## src/rtl/adc_trig_pkg.sv

```systemverilog
package adc_trig_pkg;
  localparam int PRESC_W = 3;
  localparam int CNT_W   = (1 << PRESC_W) - 1;

  // terminal count of divider: factor-1, codes 0 and 1 both divide by 2
  function automatic logic [CNT_W-1:0] presc_last(input logic [PRESC_W-1:0] code);
    if (code == '0) return CNT_W'(1);
    return CNT_W'((1 << code) - 1);
  endfunction
endpackage

```

## src/rtl/adc_trig_edge.sv

```systemverilog
module adc_trig_edge #(
  parameter int SEL_W   = 4,
  parameter int NUM_EVT = 1 << SEL_W
) (
  input  logic               clk_i,
  input  logic               rst_ni,
  input  logic [NUM_EVT-1:0] flags_i,
  input  logic [SEL_W-1:0]   sel_i,
  output logic               rise_sel_o
);
  logic [NUM_EVT-1:0] prev_q;
  logic [NUM_EVT-1:0] rise;

  for (genvar i = 0; i < NUM_EVT; i++) begin : g_edge
    always_ff @(posedge clk_i or negedge rst_ni) begin
      if (!rst_ni) prev_q[i] <= 1'b0;
      else         prev_q[i] <= flags_i[i];
    end
    assign rise[i] = flags_i[i] & ~prev_q[i];
  end

  assign rise_sel_o = rise[sel_i];
endmodule

```

## src/rtl/adc_trig_seq.sv

```systemverilog
module adc_trig_seq (
  input  logic clk_i,
  input  logic rst_ni,
  input  logic auto_en_i,
  input  logic single_shot_i,
  input  logic sync_src_i,
  input  logic rise_i,
  input  logic done_i,
  input  logic rd_hi_i,
  output logic soc_o,
  output logic busy_o
);
  logic soc_q, busy_q, blk_q;
  logic start;

  assign start = auto_en_i & rise_i & ~busy_q & ~blk_q;

  always_ff @(posedge clk_i or negedge rst_ni) begin
    if (!rst_ni) begin
      soc_q  <= 1'b0;
      busy_q <= 1'b0;
      blk_q  <= 1'b0;
    end else begin
      soc_q <= start;
      if (start)       busy_q <= 1'b1;
      else if (done_i) busy_q <= 1'b0;
      // clear dominates: read strobe or leaving auto mode
      if (rd_hi_i || !auto_en_i)                blk_q <= 1'b0;
      else if (start && single_shot_i && sync_src_i) blk_q <= 1'b1;
    end
  end

  assign soc_o  = soc_q;
  assign busy_o = busy_q;


  soc_pulse_chk: assert property (@(posedge clk_i) disable iff (!rst_ni) soc_q |=> !soc_q);

  soc_busy_chk: assert property (@(posedge clk_i) disable iff (!rst_ni) soc_q |-> busy_q);

  no_start_busy_chk: assert property (@(posedge clk_i) disable iff (!rst_ni) soc_q |-> !$past(busy_q));

  no_start_blk_chk: assert property (@(posedge clk_i) disable iff (!rst_ni) soc_q |-> !$past(blk_q));

  start_auto_chk: assert property (@(posedge clk_i) disable iff (!rst_ni) soc_q |-> $past(auto_en_i));
endmodule

```

## src/rtl/adc_trig_presc.sv

```systemverilog
module adc_trig_presc
  import adc_trig_pkg::*;
(
  input  logic               clk_i,
  input  logic               rst_ni,
  input  logic [PRESC_W-1:0] code_q_i,
  input  logic [PRESC_W-1:0] code_d_i,
  output logic               clk_en_o
);
  logic [CNT_W-1:0] cnt_q;
  logic [CNT_W-1:0] last;
  logic             code_chg;

  assign last     = presc_last(code_q_i);
  assign code_chg = code_d_i != code_q_i;

  always_ff @(posedge clk_i or negedge rst_ni) begin
    if (!rst_ni)            cnt_q <= '0;
    else if (code_chg)      cnt_q <= '0;
    else if (cnt_q == last) cnt_q <= '0;
    else                    cnt_q <= cnt_q + 1'b1;
  end

  assign clk_en_o = cnt_q == last;


  en_pulse_chk: assert property (@(posedge clk_i) disable iff (!rst_ni) clk_en_o |=> !clk_en_o);

  chg_restart_chk: assert property (@(posedge clk_i) disable iff (!rst_ni) code_chg |=> !clk_en_o);
endmodule

```

## src/rtl/adc_trig_ctrl.sv

```systemverilog
module adc_trig_ctrl
  import adc_trig_pkg::*;
#(
  parameter int             SEL_W      = 4,
  parameter int             NUM_EVT    = 1 << SEL_W,
  parameter logic [SEL_W-1:0] SYNC_SEL_A = SEL_W'(8),
  parameter logic [SEL_W-1:0] SYNC_SEL_B = SEL_W'(9)
) (
  input  logic               clk_i,
  input  logic               rst_ni,
  input  logic               auto_en_i,
  input  logic [SEL_W-1:0]   trig_sel_i,
  input  logic               single_shot_i,
  input  logic [PRESC_W-1:0] presc_sel_i,
  input  logic               high_speed_i,
  input  logic [NUM_EVT-1:0] evt_flags_i,
  input  logic               res_hi_rd_i,
  input  logic               conv_done_i,
  output logic               soc_o,
  output logic               busy_o,
  output logic               adc_clk_en_o,
  output logic               high_speed_o
);
  logic               auto_q, ss_q, hs_q;
  logic [SEL_W-1:0]   sel_q;
  logic [PRESC_W-1:0] presc_q;
  logic               rise_sel, sync_src;

  always_ff @(posedge clk_i or negedge rst_ni) begin
    if (!rst_ni) begin
      auto_q  <= 1'b0;
      ss_q    <= 1'b0;
      hs_q    <= 1'b0;
      sel_q   <= '0;
      presc_q <= '0;
    end else begin
      auto_q  <= auto_en_i;
      ss_q    <= single_shot_i;
      hs_q    <= high_speed_i;
      sel_q   <= trig_sel_i;
      presc_q <= presc_sel_i;
    end
  end

  assign sync_src     = (sel_q == SYNC_SEL_A) || (sel_q == SYNC_SEL_B);
  assign high_speed_o = hs_q;

  adc_trig_edge #(.SEL_W(SEL_W), .NUM_EVT(NUM_EVT)) u_edge (
    .clk_i      (clk_i),
    .rst_ni     (rst_ni),
    .flags_i    (evt_flags_i),
    .sel_i      (sel_q),
    .rise_sel_o (rise_sel)
  );

  adc_trig_seq u_seq (
    .clk_i         (clk_i),
    .rst_ni        (rst_ni),
    .auto_en_i     (auto_q),
    .single_shot_i (ss_q),
    .sync_src_i    (sync_src),
    .rise_i        (rise_sel),
    .done_i        (conv_done_i),
    .rd_hi_i       (res_hi_rd_i),
    .soc_o         (soc_o),
    .busy_o        (busy_o)
  );

  adc_trig_presc u_presc (
    .clk_i    (clk_i),
    .rst_ni   (rst_ni),
    .code_q_i (presc_q),
    .code_d_i (presc_sel_i),
    .clk_en_o (adc_clk_en_o)
  );


  always_comb begin
    if (!rst_ni) reset_out_chk: assert (!soc_o && !busy_o && !high_speed_o);
  end
endmodule

```

## config.mk

```make
export PLATFORM = sky130hd
export DESIGN_NAME = adc_trig_ctrl
export DESIGN_NICKNAME = d
export VERILOG_FILES = /design/src/rtl/adc_trig_pkg.sv /design/src/rtl/adc_trig_edge.sv /design/src/rtl/adc_trig_seq.sv /design/src/rtl/adc_trig_presc.sv /design/src/rtl/adc_trig_ctrl.sv
export SDC_FILE = /design/constraint.sdc
export NUM_CORES = 1
export LEC_CHECK = 0
export BUFFER_PORTS_ARGS = -buffer_cell sky130_fd_sc_hd__buf_2
export CAP_MARGIN = 15
export CORE_ASPECT_RATIO = 2
export CORE_UTILIZATION = 47
export CTS_CLUSTER_DIAMETER = 40
export DETAILED_ROUTE_END_ITERATION = 8
export PLACE_DENSITY = 0.73
export SYNTH_ARGS = -nofsm -noshare
export SYNTH_HDL_FRONTEND = slang
export SYNTH_SLANG_ARGS = --single-unit
```

## constraint.sdc

```tcl
create_clock -name clk_i -period 1.32 [get_ports clk_i]
set_input_delay 0.132 -clock clk_i [delete_from_list [all_inputs] [get_ports clk_i]]
set_output_delay 0.132 -clock clk_i [all_outputs]
set_load 0.05 [all_outputs]
```

==> metrics.txt, run 1 <==
status finished, violations left; failing checks setup timing; leading area contributor after synthesis dfrtp_1; CTS tree yes; top cells by area, synth dfrtp_1 (61%), nor2_1 (3.1%), inv_1 (2.5%); final core area utilization 77.86%; initial antenna violation count 0; DR DRC count 0; Synth Instances about 130; Setup TNS -2090 ps; MaxCap Viol Count 0; via count approximately 1.3k; startpoint types register; post-DR wirelength/cell roughly 17 µm; antenna-violating nets left 0; Vias/cell about 5.5; Max VDD drop 0.0008589 V; Initial Util 49.50%; H-Tree Depth 2; # diodes 0; CP Max Fanout 5; max-slew violation count 0; CTS root buffer clkbuf_8; GPL Wtd Cong slightly below 0.9; Synth top area share around 61%; clk_lat worst skew a little under 300 ps; Core ar. 2978 µm²; GRT Overall Usage a little over a quarter; skew final just over 6 ps; EDFF count, synth 0; die width around 42 µm; syn nets approximately 160; WP data arrival 1570 ps; Slew @ Worst Pin ~350 ps; post-layout min period between 1500 and 2000 ps; sequential share of the synthesized area about three fifths; Worst setup EP type output port; Hold Fails Final Rpt 0; FF-to-FF End u_presc.cnt_q[4]; flop2flop setup slack -250 ps; syn_area_per_cell approximately 12 µm²; Tcrit/Tclk final 128.7%; worst hold path type primary input to register; critical path, cell by cell nor2b_1, o21ai_1, a21boi_2, nor3_4, buf_6; fill cell count between 150 and 200; CTS sink count 36; largest net degree at the start of global routing 25; Top Ports 34; worst path required time approximately 1200 ps; Clock Tree Buf Depth 2; port bufs 33; Total Die Area about 3400 µm²; GR Overflow Total 0; Cell Area, Synth 1474 µm²; most numerous cell in the Yosys netlist dfrtp_1; hold_sp conv_done_i; layout cells sized above 1 about two fifths; R2R depth 5; Worst path max stage delay ~440 ps; top cells by instance count after synthesis dfrtp_1 (36), nor2_1 (12), inv_1 (10); Hold EP u_seq.busy_o; synth warn 0; drt initial violations 31; Routed WL between 4 and 5 mm; first-pass GRT wire length between 6 and 7 mm; LEAKAGE around 1 nW; PD cells approximately 1000 nW/µm²; CTS buffer count 5; Yosys reg bits 36; Post-DP HPWL 2.689 mm; Rel. slew slack between 70% and 80%; register clock-pin slew on the reported worst setup and hold paths about 70 ps; final worst slack -379.4 ps; Crit. path cell count 5; Nets 241; die height 81.20 µm; vias in the first global route 1469; maximum clock rate 0.5884 GHz; delay-heaviest family, CP flip-flops; Main synth FF type dfrtp_1; Netlist cell types 37; synth-to-layout area growth 57.30%; RR Startpoint u_presc.cnt_q[3]; WHS Path Cells 2; TritonRoute pass-1 iters 4; Post-synth ARST share 100.0%; Crit-path slowest cell dfrtp_2; final setup violation count 10; CP Class register to output port; RSZ-0062 raised after global routing yes; Site Rows 28; Buf/Inv on CP 1
==> report_power, final <==
part           internal [mW]  leakage [nW]  switching [mW]
clock                  0.358        0.0410           0.380
sequential              1.16         0.432          0.0369
combinational          0.192         0.556           0.186
total                   1.71          1.03           0.602
==> what timing repair did <==
action | in CTS | in global routing
endpoints found under the hold margin | 39 | 0
endpoints found under the setup margin | 10 | 10
setup buffers | 3 | 0
pin swaps | 11 | 1
gates resized for setup | 16 | 8
hold buffers | 28 | 0
==> cell families (layout without fill, tap and decap cells) <==
family	Yosys count	count (layout)	share of synthesized area [%]
xor+xnor	8	8	4.753
flops	36	36	61.12
buf+inv	15	100	4.499
fa+ha+maj	1	1	0.8488
compound gates	24	24	12.73
simple gates	41	41	16.04
==> worst max-delay path by stage <==
stage                     start          endpoint  slack [ps]
3_5_place_dp   u_presc.cnt_q[4]  u_presc.cnt_q[4]        -260
2_1_floorplan  u_presc.cnt_q[3]      adc_clk_en_o        -140
5_1_grt        u_presc.cnt_q[3]      adc_clk_en_o        -420
4_1_cts        u_presc.cnt_q[6]      adc_clk_en_o        -350
6_report             presc_q[1]      adc_clk_en_o        -380
3_3_place_gp   u_presc.cnt_q[3]  u_presc.cnt_q[5]        -190
==> stage by stage <==
step	total power, mW	instance area, µm²	setup slack (ps)	hold slack [ps]	std cells
after floorplan	1.339	1500	-141.8	-163.6	125
after global placement	1.483	1838	-190.9	43.93	202
after detailed placement	1.497	1838	-263.6	48.53	202
after CTS	2.309	2290	-353.3	27.51	240
after global routing	2.397	2318	-424.6	24.25	240
final	2.309	2318	-379.4	36.23	240
==> placed cells by master, fill, tap and decap left out, drive strengths merged, types with 3 or more instances in the layout <==
| master | instances |
|---|---|
| a41oi | 3 |
| clkbuf | 6 |
| nor3 | 3 |
| nor2 | 12 |
| nor2b | 4 |
| xor2 | 4 |
| o21ai | 5 |
| o2111ai | 3 |
| buf | 54 |
| xnor2 | 4 |
| inv | 11 |
| nand2 | 3 |
| nand3 | 5 |
| dfrtp | 36 |
| dlygate4sd3 | 28 |
| nor4bb | 3 |
==> cell type report <==
class / instances / area (µm²) / area share [%]
clock buffers: 6 / 72.57 / 3.130
clock inverters: 1 / 5.005 / 0.2159
inverters: 11 / 41.29 / 1.781
multi-input cells: 74 / 619.3 / 26.71
flip-flops and latches: 36 / 908.4 / 39.18
well taps: 30 / 37.54 / 1.619
repair buffers: 82 / 634.4 / 27.36
==> worst reg2reg max path, delay by kind of cell, from the launching register on <==
kind                   cells  cell delay [ps]
AOI/OAI and AO/OA          2              420
buffers and inverters      1              160
DFF                        1              430
and+or+nand+nor            2              430
==> metal layers <==
layer  track usage [%]  vias to the layer above  part of all wire (%)
li1                  -                      616                     -
met1             23.02                      638                    32
met2             51.41                       51                    59
met3             6.222                       16                   4.1
met4             16.45                        0                   4.9
met5                 0                        -                     0
==> sequential cells by signal, indices dropped and copies added (netlist names) <==
signal	count
u_edge.prev_q	16
u_presc.cnt_q	7
sel_q	4
presc_q	3
auto_q	1
high_speed_o	1
ss_q	1
u_seq.blk_q	1
u_seq.busy_o	1
u_seq.soc_o	1
No activity file was read; power rests on OpenSTA's default activity.
==> run 2: changes to the inputs <==
--- a/config.mk
+++ b/config.mk
@@ -8,10 +8,10 @@
 export BUFFER_PORTS_ARGS = -buffer_cell sky130_fd_sc_hd__buf_2
 export CAP_MARGIN = 15
 export CORE_ASPECT_RATIO = 2
-export CORE_UTILIZATION = 47
+export CORE_UTILIZATION = 52
 export CTS_CLUSTER_DIAMETER = 40
 export DETAILED_ROUTE_END_ITERATION = 8
-export PLACE_DENSITY = 0.73
+export PLACE_DENSITY = 0.76
 export SYNTH_ARGS = -nofsm -noshare
 export SYNTH_HDL_FRONTEND = slang
 export SYNTH_SLANG_ARGS = --single-unit
==> constraint.sdc (replaced) <==
create_clock -name clk_i -period 1.7 [get_ports clk_i]
set_input_delay 0.17 -clock clk_i [delete_from_list [all_inputs] [get_ports clk_i]]
set_output_delay 0.17 -clock clk_i [all_outputs]
set_load 0.05 [all_outputs]
==> run 2 against run 1 <==
Against the previous run: the flow now finishes without violations; critical path type unchanged; sequential share of layout area grew 5.1 points; highest routed layer unchanged; register-to-register slack gained 330 ps; first-iteration DRC count grew 71%; final cell count shrank 9.2%; largest cell class unchanged; critical endpoint unchanged; total power shrank 24%.
==> metrics.txt, run 2 (synthesis gave the netlist of run 1 again) <==
vias in the first global route 1232 (was 1469); post-placement cell count 184 (was 202); antenna-violating nets left 0 (unchanged); registers with the most flip-flops u_edge.prev_q: 16 flops, u_presc.cnt_q: 7 flops, sel_q: 4 flops (unchanged); Hold Fails Final Rpt 0 (unchanged); PD cells 861.8 nW/µm² (was 995.8 nW/µm²); final worst slack 1.550 ps (was -379.4 ps); post-DR wirelength/cell 15.63 µm (was 17.09 µm); Post-DP HPWL 2.213 mm (was 2.689 mm); post-layout min period ~1700 ps; die height 77.29 µm (was 81.20 µm); worst hold path type primary input to register (unchanged); startpoint types register (unchanged); Clock Tree Buf Depth 2 (unchanged); Core ar. 2736 µm² (was 2978 µm²); Top Ports 34 (unchanged); WP data arrival 1530 ps (was 1570 ps); Site Rows 27 (was 28); Setup TNS 0 ps (was -2090 ps); worst path required time 1530 ps (was 1190 ps); fin area 2049 µm² (was 2318 µm²); setup slack at placement 101.6 ps (was -263.6 ps); Rel. slew slack 48.27% (was 76.92%); Max VDD drop 0.0007181 V (was 0.0008589 V); TritonRoute pass-1 iters 4 (unchanged); final setup violation count 0 (was 10); most common library cell in the layout ignoring fill and taps buf_2 (unchanged); DR DRC count 0 (unchanged); CP Max Fanout 8 (was 5); # diodes 0 (unchanged); Fin Hold WS 7.316 ps (was 36.23 ps); R2R depth 6 (was 5); WHS Path Cells 1 (was 2); initial antenna violation count 0 (unchanged); port bufs 33 (unchanged); max-slew violation count 0 (unchanged); register clock-pin slew on the reported worst setup and hold paths 70 ps (about the same); final core area utilization 74.90% (was 77.86%); GPL Wtd Cong 0.7595 (was 0.8774); Tcrit/Tclk final between 90% and 100%; Vias/cell 5.638 (was 5.504); layout cells sized above 1 33.86% (was 40.00%); die width 39.65 µm (was 41.60 µm); clk_lat worst skew 290 ps (about the same); Initial Util 53.86% (was 49.50%); CTS tree yes (unchanged); GR Overflow Total 0 (unchanged); first-pass GRT wire length 5.250 mm (was 6.479 mm); status complete, no violations (was finished, violations left); Post-Place Cell Area 1663 µm² (was 1838 µm²); drt initial violations 53 (was 31); total chip power 1.766 mW (was 2.309 mW); Biggest register u_edge.prev_q (unchanged); H-Tree Depth 2 (unchanged); maximum clock rate between 0.5 and 0.6 GHz; GRT Overall Usage 25.60% (was 26.38%); CTS sink count 36 (unchanged); non-filler cells, final 218 (was 240); RSZ-0062 raised after global routing yes (unchanged); Slew @ Worst Pin 775.9 ps (was 346.2 ps); largest net degree at the start of global routing 37 (was 25); LEAKAGE 0.9105 nW (was 1.029 nW); Nets 219 (was 241); Largest register FFs 16 (unchanged); Worst setup EP type output port (unchanged); via count 1229 (was 1321); synth-to-layout area growth 39.05% (was 57.30%); CTS root buffer clkbuf_8 (unchanged); CP Class register to output port (unchanged); commonest cells after routing, fill and taps aside buf_2 (32), dfrtp_1 (31), dlygate4sd3_1 (19) (was buf_2 (32), dfrtp_1 (30), dlygate4sd3_1 (28)); CTS buffer count 5 (unchanged); Total Die Area 3064 µm² (was 3377 µm²); Routed WL 3.408 mm (was 4.102 mm); skew final 4.540 ps (was 6.228 ps); MaxCap Viol Count 0 (unchanged); fill cell count 187 (was 181)
[run 2: cell types whose count changed in the layout (fill, tap and decap cells not counted), moves of 2 or more]
| cell | before | now |
|---|---|---|
| buf_12 | 2 | 0 |
| buf_4 | 19 | 7 |
| dlygate4sd3_1 | 28 | 19 |
| nor4bb_1 | 1 | 3 |
| o21ai_2 | 2 | 0 |
[run 2: final timing paths]
| path | slack, ps | endpoint | start |
|---|---|---|---|
| max | 2 | adc_clk_en_o | u_presc.cnt_q[2] |
| min | 7 | u_edge.prev_q[1] | evt_flags_i[1] |
| max reg2reg | 80 | u_presc.cnt_q[5] | u_presc.cnt_q[4] |
| min reg2reg | 530 | u_seq.blk_q | auto_q |
| max in group asynchronous | 660 | presc_q[1] | rst_ni |
| min in group asynchronous | 480 | u_edge.prev_q[3] | rst_ni |
[run 2: cell type report]
type	count	area [µm²]	area share (%)
inverter	11	41.29	2.015
tap	29	36.28	1.770
clock buffer	8	90.09	4.396
sequential	36	907.1	44.26
timing repair buffer	60	425.4	20.76
multi-input combinational	74	549.3	26.80
[run 2: what timing repair did]
| item | 4_1_cts | 5_1_grt |
|---|---|---|
| buffers inserted | 4 | 3 |
| hold endpoints to repair | 53 | 1 |
| hold buffers | 18 | 1 |
| resized for setup | 6 | 12 |
| cloned | 0 | 0 |
| endpoints found under the setup margin | 1 | 7 |
| pin swaps | 1 | 4 |
[run 2: layer usage]
metal  track usage [%]  share of wire (%)
met1             23.66                 35
met2             45.25                 58
met3             7.803                4.4
met4             12.76                2.3
met5                 0                  0
[run 2: report_power, final]
part / internal (mW) / leakage (nW) / switching [mW]
combinational: 0.102 / 0.432 / 0.112
sequential: 0.897 / 0.433 / 0.0357
clock: 0.330 / 0.0455 / 0.289
total: 1.33 / 0.910 / 0.437
[run 2: critical path: stages, from the launching register on]
cell and delay [ps]:
dfrtp_2 470, o21bai_1 190, o2111ai_2 180, nor3_2 220
buf_6 180
==> run 3: changes to the inputs <==
--- a/config.mk
+++ b/config.mk
@@ -8,10 +8,10 @@
 export BUFFER_PORTS_ARGS = -buffer_cell sky130_fd_sc_hd__buf_2
 export CAP_MARGIN = 15
 export CORE_ASPECT_RATIO = 2
-export CORE_UTILIZATION = 52
+export CORE_UTILIZATION = 47
 export CTS_CLUSTER_DIAMETER = 40
 export DETAILED_ROUTE_END_ITERATION = 8
-export PLACE_DENSITY = 0.76
+export PLACE_DENSITY = 0.73
 export SYNTH_ARGS = -nofsm -noshare
 export SYNTH_HDL_FRONTEND = slang
 export SYNTH_SLANG_ARGS = --single-unit
==> constraint.sdc (replaced) <==
create_clock -name clk_i -period 1.4 [get_ports clk_i]
set_input_delay 0.14 -clock clk_i [delete_from_list [all_inputs] [get_ports clk_i]]
set_output_delay 0.14 -clock clk_i [all_outputs]
set_load 0.05 [all_outputs]
==> run 3 against run 2 <==
Against the previous run: the run now ends with setup timing left; design area rose by 11%; sequential power grew 21%; count of clock-buffer cells in the layout shrank 1; register-to-register slack lost 320 ps; combinational power increased by 53%; sequential share of layout area fell by 4.3 points; critical path type unchanged; largest power group unchanged.
==> metrics.txt, run 3 (synthesis gave the netlist of run 1 again) <==
fill cell count 194 (was 187); # diodes 0 (unchanged); Routed WL 3.678 mm (was 3.408 mm); status finished, violations left (was complete, no violations); clk_lat worst skew 290 ps (about the same); TritonRoute pass-1 iters 4 (unchanged); CP Class register to output port (unchanged); WP data arrival 1560 ps (was 1530 ps); Clock Tree Buf Depth 2 (unchanged); CTS buffer count 5 (unchanged); Hold Fails Final Rpt 0 (unchanged); net switching share of the total power 24.54% (was 24.71%); Biggest register u_edge.prev_q (unchanged); FF-to-FF End u_presc.cnt_q[3] (was u_presc.cnt_q[5]); maximum clock rate 0.5899 GHz; Slew @ Worst Pin 449.7 ps (was 775.9 ps); Nets 239 (was 219); Internal 1.694 mW (was 1.330 mW); register clock-pin slew on the reported worst setup and hold paths 70 ps (about the same); R2R depth 6 (unchanged); MaxCap Viol Count 0 (unchanged); initial antenna violation count 0 (unchanged); LEAKAGE 1.019 nW (was 0.9105 nW); Total Die Area 3377 µm² (was 3064 µm²); failing checks setup timing; PD cells 991.3 nW/µm² (was 861.8 nW/µm²); registers with the most flip-flops u_edge.prev_q: 16 flops, u_presc.cnt_q: 7 flops, sel_q: 4 flops (unchanged); CTS tree yes (unchanged); largest net degree at the start of global routing 37 (unchanged); layout cells sized above 1 37.98% (was 33.86%); flop2flop setup slack -240 ps (was 80 ps); die height 81.20 µm (was 77.29 µm); drt initial violations 18 (was 53); Hold EP u_seq.blk_q (was u_edge.prev_q[1]); worst path required time 1260 ps (was 1530 ps); Rel. slew slack 70.02% (was 48.27%); hold_sp res_hi_rd_i (was evt_flags_i[1]); via count 1290 (was 1229); P_sw 550.8 µW (was 436.5 µW); vias in the first global route 1435 (was 1232); CP Max Fanout 5 (was 8); Tcrit/Tclk final 121.1%; first-pass GRT wire length 5.996 mm (was 5.250 mm); post-layout min period around 1700 ps; RR Startpoint u_presc.cnt_q[6] (was u_presc.cnt_q[4]); commonest cells after routing, fill and taps aside dfrtp_1 (32), buf_2 (32), dlygate4sd3_1 (27) (was buf_2 (32), dfrtp_1 (31), dlygate4sd3_1 (19)); Post-DP HPWL 2.438 mm (was 2.213 mm); die width 41.60 µm (was 39.65 µm); Site Rows 28 (was 27); GPL Wtd Cong 0.8335 (was 0.7595); DR DRC count 0 (unchanged); skew final 6.999 ps (was 4.540 ps); Buf/Inv on CP 1 (unchanged); Max VDD drop 0.001034 V (was 0.0007181 V); GRT Overall Usage 24.07% (was 25.60%); Worst path max stage delay 440 ps (was 470 ps); flip-flop and latch area 905.9 µm² (was 907.1 µm²); H-Tree Depth 2 (unchanged); synth-to-layout area growth 53.65% (was 39.05%); final setup violation count 10 (was 0); clock share of power 35.2% (was 35.1%); critical path, cell by cell nor2b_1, o21ai_1, a21boi_2, nor3_4, buf_6 (was o21bai_1, o2111ai_2, nor3_2, buf_6); Setup TNS -1973 ps (was 0 ps); area of the multi-input gates 584.3 µm² (was 549.3 µm²); Crit-path slowest cell dfrtp_2 (unchanged); max-slew violation count 0 (unchanged); Fin Hold WS 13.54 ps (was 7.316 ps); Comb pwr share 14.6% (was 12.1%); CTS sink count 36 (unchanged); RSZ-0062 raised after global routing yes (unchanged); Top Ports 34 (unchanged); WHS Path Cells 2 (was 1); worst hold path type primary input to register (unchanged); delay-heaviest family, CP flip-flops (unchanged); Core ar. 2978 µm² (was 2736 µm²); Worst setup EP type output port (unchanged); Initial Util 49.50% (was 53.86%); Largest register FFs 16 (unchanged); Reg power frac 50.2% (was 52.8%); Vias/cell 5.420 (was 5.638); final worst slack -295.1 ps (was 1.550 ps); port bufs 33 (unchanged); GR Overflow Total 0 (unchanged); antenna-violating nets left 0 (unchanged); CTS root buffer clkbuf_8 (unchanged); startpoint types register (unchanged); post-DR wirelength/cell 15.45 µm (was 15.63 µm)
[run 3: cell count changes in the layout (fill, tap and decap cells not counted), sizes merged]
cell | before | now
clkbuf | 8 | 7
dlygate4sd3 | 19 | 27
buf | 41 | 53
[run 3: repair_timing]
item / CTS / global route
pin swaps: 5 / 10
hold buffers: 27 / 0
cloned: 0 / 0
gates resized for setup: 13 / 7
endpoints found under the setup margin: 10 / 10
endpoints found under the hold margin: 62 / 0
buffers inserted: 3 / 0
[run 3: worst max-delay path by stage]
stage	from	endpoint	slack, ps	depth (start not counted)
floorplan	u_presc.cnt_q[3]	adc_clk_en_o	-70	3
detailed placement	u_presc.cnt_q[4]	u_presc.cnt_q[6]	-120	5
global route	u_presc.cnt_q[6]	u_presc.cnt_q[2]	-330	6
finish	presc_q[1]	adc_clk_en_o	-300	5
global placement	u_presc.cnt_q[4]	u_presc.cnt_q[4]	-80	5
CTS	u_presc.cnt_q[6]	adc_clk_en_o	-260	4
[run 3: layer usage]
metal	share of wire, %	GRT usage (%)	up-vias
met4	2.1	12.90	0
li1	-	-	609
met3	3.0	4.889	8
met1	37	22.22	641
met2	58	47.19	32
met5	0	0	-
[run 3: power by group through the flow]
stage                     Combinational, mW  Clock [mW]  Sequential [mW]
after floorplan                      0.0932           0             1.17
after global placement                0.244           0             1.14
after detailed placement              0.253           0             1.14
after CTS                             0.321       0.801             1.12
after global routing                  0.354       0.854             1.13
final                                 0.328       0.791             1.13
[run 3: cell type report]
class                   instances  area share, %
inverters                      11          1.823
flip-flops and latches         36          40.00
clock buffers                   7          4.254
repair buffers                 80          26.46
multi-input cells              74          25.80
well taps                      30          1.657
[run 3: metrics by stage]
stage	area [µm²]	utilization (%)	power, mW	setup WS (ps)	instances
after detailed placement	1792	60.17	1.394	-120.0	201
after floorplan	1486	-	1.259	-70.98	125
after global placement	1792	60.17	1.384	-79.59	201
after global routing	2265	76.05	2.338	-334.6	238
final	2265	76.05	2.245	-295.1	238
after CTS	2240	75.21	2.245	-264.7	238
